$ cat src/rtl/mt_pkg.sv
package mt_pkg;

    typedef enum logic [1:0] {
        REG_START = 2'd0,
        REG_CSR   = 2'd1,
        REG_COUNT = 2'd2,
        REG_LIMIT = 2'd3
    } reg_sel_t;

    typedef enum logic {
        RUN_IDLE,
        RUN_ACTIVE
    } run_state_t;

    typedef enum logic [1:0] {
        FLAG_LOW,
        FLAG_HIGH,
        FLAG_ARMED
    } flag_state_t;

    localparam int CSR_FLAG_BIT = 7;
    localparam int MAX_SHIFT    = 6;

    // log2 of the clock division for each select code
    function automatic int div_shift(input logic [1:0] sel);
        case (sel)
            2'b00:   return 2;
            2'b01:   return 3;
            2'b10:   return 4;
            default: return 6;
        endcase
    endfunction

endpackage

$ cat src/rtl/mt_prescaler.sv
module mt_prescaler
    import mt_pkg::*;
#(
    parameter int PRE_W = MAX_SHIFT
) (
    input  logic       clk,
    input  logic       rst_n,
    input  logic       run,
    input  logic [1:0] sel,
    output logic       tick
);

    logic [PRE_W-1:0] phase_q;
    logic [PRE_W-1:0] limit;

    always_comb begin
        limit = PRE_W'((1 << div_shift(sel)) - 1);
        tick  = run && (phase_q >= limit);
    end

    // the phase returns to 0 when halted, so a restart waits a full period
    always_ff @(posedge clk) begin
        if (!rst_n) begin
            phase_q <= '0;
        end else if (!run || tick) begin
            phase_q <= '0;
        end else begin
            phase_q <= phase_q + 1'b1;
        end
    end

endmodule

$ cat src/rtl/mt_counter.sv
module mt_counter #(
    parameter int CNT_W = 16
) (
    input  logic             clk,
    input  logic             rst_n,
    input  logic             tick,
    input  logic             load,
    input  logic [CNT_W-1:0] load_val,
    input  logic [CNT_W-1:0] limit,
    output logic [CNT_W-1:0] count,
    output logic             wrap
);

    logic at_limit;

    always_comb begin
        at_limit = (count == limit);
        wrap     = tick && at_limit && !load;
    end

    always_ff @(posedge clk) begin
        if (!rst_n) begin
            count <= '0;
        end else if (load) begin
            count <= load_val;
        end else if (tick) begin
            count <= at_limit ? '0 : count + 1'b1;
        end
    end

endmodule

$ cat src/rtl/mt_flag_fsm.sv
module mt_flag_fsm
    import mt_pkg::*;
(
    input  logic clk,
    input  logic rst_n,
    input  logic set,
    input  logic csr_rd,
    input  logic csr_wr,
    input  logic wr_flag_bit,
    output logic flag
);

    flag_state_t state_q;
    flag_state_t state_d;

    always_comb begin
        state_d = state_q;
        if (set) begin
            state_d = FLAG_HIGH;
        end else begin
            unique case (state_q)
                FLAG_LOW:   state_d = FLAG_LOW;
                FLAG_HIGH:  if (csr_rd) state_d = FLAG_ARMED;
                FLAG_ARMED: if (csr_wr) state_d = wr_flag_bit ? FLAG_HIGH : FLAG_LOW;
                default:    state_d = FLAG_LOW;
            endcase
        end
    end

    always_ff @(posedge clk) begin
        if (!rst_n) state_q <= FLAG_LOW;
        else        state_q <= state_d;
    end

    always_comb begin
        flag = (state_q != FLAG_LOW);
    end

endmodule

$ cat src/rtl/match_timer.sv
module match_timer
    import mt_pkg::*;
#(
    parameter int CNT_W = 16
) (
    input  logic             clk,
    input  logic             rst_n,
    input  logic             bus_en,
    input  logic             bus_we,
    input  logic [1:0]       bus_addr,
    input  logic [CNT_W-1:0] bus_wdata,
    output logic [CNT_W-1:0] bus_rdata,
    output logic             dma_req
);

    localparam int PRE_W = MAX_SHIFT;

    reg_sel_t   reg_sel;
    logic       wr_start, wr_csr, wr_count, wr_limit, rd_csr;
    run_state_t run_q, run_d;
    logic       run_on;
    logic [1:0] sel_q;
    logic [CNT_W-1:0] limit_q;
    logic [CNT_W-1:0] cnt_q;
    logic       pre_tick;
    logic       wrap;
    logic       flag_on;

    always_comb begin
        reg_sel  = reg_sel_t'(bus_addr);
        wr_start = bus_en && bus_we && (reg_sel == REG_START);
        wr_csr   = bus_en && bus_we && (reg_sel == REG_CSR);
        wr_count = bus_en && bus_we && (reg_sel == REG_COUNT);
        wr_limit = bus_en && bus_we && (reg_sel == REG_LIMIT);
        rd_csr   = bus_en && !bus_we && (reg_sel == REG_CSR);
    end

    // run state machine
    always_comb begin
        run_d = run_q;
        unique case (run_q)
            RUN_IDLE:   if (wr_start &&  bus_wdata[0]) run_d = RUN_ACTIVE;
            RUN_ACTIVE: if (wr_start && !bus_wdata[0]) run_d = RUN_IDLE;
            default:    run_d = RUN_IDLE;
        endcase
    end

    always_ff @(posedge clk) begin
        if (!rst_n) run_q <= RUN_IDLE;
        else        run_q <= run_d;
    end

    always_comb begin
        run_on = (run_q == RUN_ACTIVE);
    end

    always_ff @(posedge clk) begin
        if (!rst_n) begin
            sel_q   <= 2'b00;
            limit_q <= '1;
            dma_req <= 1'b0;
        end else begin
            if (wr_csr)   sel_q   <= bus_wdata[1:0];
            if (wr_limit) limit_q <= bus_wdata;
            dma_req <= wrap;
        end
    end

    mt_prescaler #(.PRE_W(PRE_W)) u_pre (
        .clk   (clk),
        .rst_n (rst_n),
        .run   (run_on),
        .sel   (sel_q),
        .tick  (pre_tick)
    );

    mt_counter #(.CNT_W(CNT_W)) u_cnt (
        .clk      (clk),
        .rst_n    (rst_n),
        .tick     (pre_tick),
        .load     (wr_count),
        .load_val (bus_wdata),
        .limit    (limit_q),
        .count    (cnt_q),
        .wrap     (wrap)
    );

    mt_flag_fsm u_flag (
        .clk         (clk),
        .rst_n       (rst_n),
        .set         (wrap),
        .csr_rd      (rd_csr),
        .csr_wr      (wr_csr),
        .wr_flag_bit (bus_wdata[CSR_FLAG_BIT]),
        .flag        (flag_on)
    );

    always_comb begin
        bus_rdata = '0;
        unique case (reg_sel)
            REG_START: bus_rdata[0] = run_on;
            REG_CSR: begin
                bus_rdata[CSR_FLAG_BIT] = flag_on;
                bus_rdata[1:0]          = sel_q;
            end
            REG_COUNT: bus_rdata = cnt_q;
            REG_LIMIT: bus_rdata = limit_q;
            default:   bus_rdata = '0;
        endcase
    end

endmodule

$ cat config.mk
export PLATFORM = sky130hd
export DESIGN_NAME = match_timer
export DESIGN_NICKNAME = d
export VERILOG_FILES = /design/src/rtl/mt_pkg.sv /design/src/rtl/mt_prescaler.sv /design/src/rtl/mt_counter.sv /design/src/rtl/mt_flag_fsm.sv /design/src/rtl/match_timer.sv
export SDC_FILE = /design/constraint.sdc
export NUM_CORES = 1
export LEC_CHECK = 0
export BUFFER_PORTS_ARGS = -buffer_cell sky130_fd_sc_hd__buf_2
export CAP_MARGIN = 10
export CORE_ASPECT_RATIO = 1.5
export CORE_MARGIN = 4
export CORE_UTILIZATION = 44
export CTS_BUF_LIST = sky130_fd_sc_hd__clkbuf_16
export CTS_CLUSTER_SIZE = 8
export DETAILED_ROUTE_END_ITERATION = 12
export MAX_ROUTING_LAYER = met4
export PLACE_DENSITY_LB_ADDON = 0.08
export SYNTH_ARGS = -nofsm -noshare
export SYNTH_HDL_FRONTEND = slang
export SYNTH_SLANG_ARGS = --single-unit
$ cat constraint.sdc
create_clock -name clk -period 2.23 [get_ports clk]
set_input_delay 0.446 -clock clk [delete_from_list [all_inputs] [get_ports clk]]
set_output_delay 0.446 -clock clk [all_outputs]
set_load 0.1 [all_outputs]
==> impl_metrics.yaml <==
placement:
  gp_congestion: 0.840
  port_buffers: 38
  dp_hpwl_um: 5610
  placed_area_um2: 3360
  dp.cells: 457
clocking:
  insertion_delay_ns: 0.29
  htree_levels: 2
  cts_tree: "done"
  clockRootBuffer: "clkbuf_16"
  cts_sinks: 44
  max-clock-path-buffers: 2
  cts_hold_buf: 0
  cts-buffers-inserted: 5
  clkSlewWorstSetupHoldPaths_ns: 0.06
power:
  max-vdd-ir-drop_mv: 0.482
  leakagePower_nw: 1.47
  power.density_nw_per_um2: 579
  power_mw: 2.04
die:
  die_w_um: 72.9
  die_area_um2: 7680
  die_h_um: 105
  start_util: 0.453
  design.core.area_um2: 6130
  io_pins: 39
  row_count: 35
grt:
  grt_max_degree: 23
  grt_pass1_wl_um: 12400
  grt_pass1_vias: 2563
  grtUsageTotal: 0.210
  antenna_found_initial: 0
  grt_remaining_overflow: 0
drt:
  drt_iter0_drc: 168
  wl_per_cell_um: 16.2
  vias: 2642
  ant_nets: 0
  detail_route.vias_per_cell: 5.67
  drcViolationCount: 0
  drt-total-wl_um: 7560
  first_pass_iters: 5
timing:
  rsz0062_at_grt: "false"
  finalMaxSlewViolations: 0
  hold_viol_final: 0
  fmax_ghz: 0.497
  skew_ns: 0.00437
  relSlewSlack: 0.591
  setup_violations: 0
  fin_crit_sh: 0.903
  post-route-min-period_ns: 2.01
  tightest_slew_ns: 0.610
synthesis:
  async_flop_share: 0
  ys_seq_area_frac: 0.317
  yosysTopAreaCell: "dfxtp_1"
  ys_types: 50
  syn_avg_cell_area_um2: 8.05
  synthDominantCellAreaShare: 0.317
  yosys_warnings: 0
  syn_inst: 345
  synth_ff_type: "dfxtp_1"
  synth_area_leaders: "dfxtp_1 (32%), nand2_1 (7.0%), nand3_1 (6.3%)"
  netlist_area_um2: 2780
  synthesis.nets: 377
  synth-edff-count: 0
  synth.ff_latch_count: 44
setup_path:
  r2r_cells: 6
  critical_path_class: "flop to flop"
  path_max_fanout: 22
  slowest_stage: "dfxtp_1"
  arrival_ns: 2.17
  r2r_slack_ns: 0.22
  endpoint_kind: "flop"
  worst_setup_path_start_kind: "flop"
  critPathMaxStageDelay_ns: 0.50
  r2r-start: "u_cnt.count[7]$_SDFFE_PN0P_"
  critical_path.startpoint: "u_cnt.count[7]$_SDFFE_PN0P_"
  r2r_end: "u_cnt.count[14]$_SDFFE_PN0P_"
  crit_chain: "xor2_1 -> nor4_1 -> nand4_1 -> buf_12 -> a41oi_1 -> a31oi_1"
  critPathRequiredTime_ns: 2.39
layout:
  utilization: 0.574
  fin_area_um2: 3520
  area_delta_synth_final_pct: 26.7
  diodes: 0
  fillCellCount: 592
  final_nets: 423
  layout-drive-gt1-share: 0.237
  layoutNonFillerInstCount: 466
flow_run:
  maxCapViolations: 0
status:
  outcome: "finished clean"
hold_path:
  hold_depth: 3
  holdPathEnd: "limit_q[13]$_SDFFE_PN1P_"
  min-delay-start: "bus_wdata[13]"
  min_path_type: "input pin to flop"
==> timing repair <==
item	in CTS	in global routing
resized for setup	0	5
buffers inserted	0	1
endpoints found under the setup margin	0	12
==> stage by stage <==
| stage | TNS (ns) | hold slack (ns) | setup slack, ns |
|---|---|---|---|
| after floorplan | -2.60 | 0.434 | -0.289 |
| after global placement | 0 | 0.454 | 0.0524 |
| after detailed placement | 0 | 0.474 | 0.0483 |
| after CTS | 0 | 0.376 | 0.0346 |
| after global routing | 0 | 0.393 | 0.0349 |
| final | 0 | 0.378 | 0.217 |
==> how the worst max path moves through the flow <==
stage / to / slack [ns]
2_1_floorplan: bus_rdata[11] / -0.29
3_3_place_gp: u_flag.state_q[1]$_SDFFE_PP0P_ / 0.05
3_5_place_dp: u_cnt.count[12]$_SDFFE_PN0P_ / 0.05
4_1_cts: u_cnt.count[12]$_SDFFE_PN0P_ / 0.03
5_1_grt: u_flag.state_q[1]$_SDFFE_PP0P_ / 0.03
6_report: u_cnt.count[14]$_SDFFE_PN0P_ / 0.22
==> routing by layer <==
layer	vias to the layer above	wire length (um)	track usage
li1	1326	-	-
met1	1245	3070	0.230
met2	61	4070	0.380
met3	10	271	0.0296
met4	0	144	0.0673
met5	-	0	-
==> state kept, by name, indices dropped and copies added (netlist names), named ones only <==
name            cells
limit_q            16
u_cnt.count        16
u_pre.phase_q       6
sel_q               2
u_flag.state_q      2
dma_req             1
==> kinds of logic after synthesis <==
logic type / after synthesis / share of synthesized area
AO/OA/AOI/OAI: 65 / 0.151
flip-flops: 44 / 0.317
multiplexers: 17 / 0.0657
buffers and inverters: 29 / 0.0648
XOR/XNOR: 20 / 0.0630
adder cells (fa/ha/maj): 10 / 0.0450
AND/OR/NAND/NOR: 160 / 0.294
==> cells in the mapped netlist, types with 2 or more instances <==
cell type   n
a211oi_1    6
a21oi_1    15
a22o_1      4
a22oi_1     7
a31oi_1     5
and2_1      5
and3_1      2
and4_1      3
buf_1       2
buf_2       2
buf_4       2
buf_6       4
clkbuf_1    9
clkbuf_8    3
dfxtp_1    44
ha_1       10
inv_1       5
mux2i_1    16
nand2_1    52
nand3_1    35
nand4_1     7
nor2_1     18
nor2b_1    16
nor3_1      5
nor4_1      6
o211ai_1    3
o21a_1      3
o21ai_0    14
o21ai_1     2
or4b_1      2
xnor2_1     2
xor2_1     18
==> cell type report <==
type                    count  area, um^2  area share
clock buffers               5         125      0.0355
clock inverters             3        11.3     0.00320
inverters                   6        22.5     0.00640
multi-input cells         272        1760       0.501
flip-flops and latches     44         883       0.251
well taps                  74        92.6      0.0263
repair buffers             62         621       0.176
==> layout by cell type, fill, tap and decap left out, types with 2 or more instances in the layout <==
master	instances
buf_4	22
o21ai_0	14
nor2b_1	3
xor2_1	18
and4_1	3
buf_12	17
a21oi_1	15
a22o_1	4
xnor2_1	2
dfxtp_1	42
buf_2	23
o21a_1	3
mux2i_1	16
nand3_1	34
a22oi_1	7
ha_1	10
nand4_1	7
clkinv_1	2
and2_1	5
nor4_1	6
a211oi_1	5
or4b_1	2
nor2b_2	13
a31oi_1	5
nor2_1	18
nor3_1	5
clkbuf_16	5
dfxtp_2	2
inv_1	7
o211ai_1	3
and3_1	2
nand2_1	52
==> critical path, delay by kind of cell (launching register included) <==
family / cells / cell delay, ns
xor gates and xnor gates: 1 / 0.12
AOI/OAI and AO/OA: 2 / 0.30
buffers and inverters: 1 / 0.22
DFF: 1 / 0.50
and+or+nand+nor: 2 / 0.75
==> where the power goes <==
| part | internal (mW) | switching [mW] |
|---|---|---|
| registers | 0.816 | 0.0438 |
| clock network | 0.403 | 0.295 |
| logic | 0.185 | 0.295 |
No activity file was read; power rests on OpenSTA's default activity.
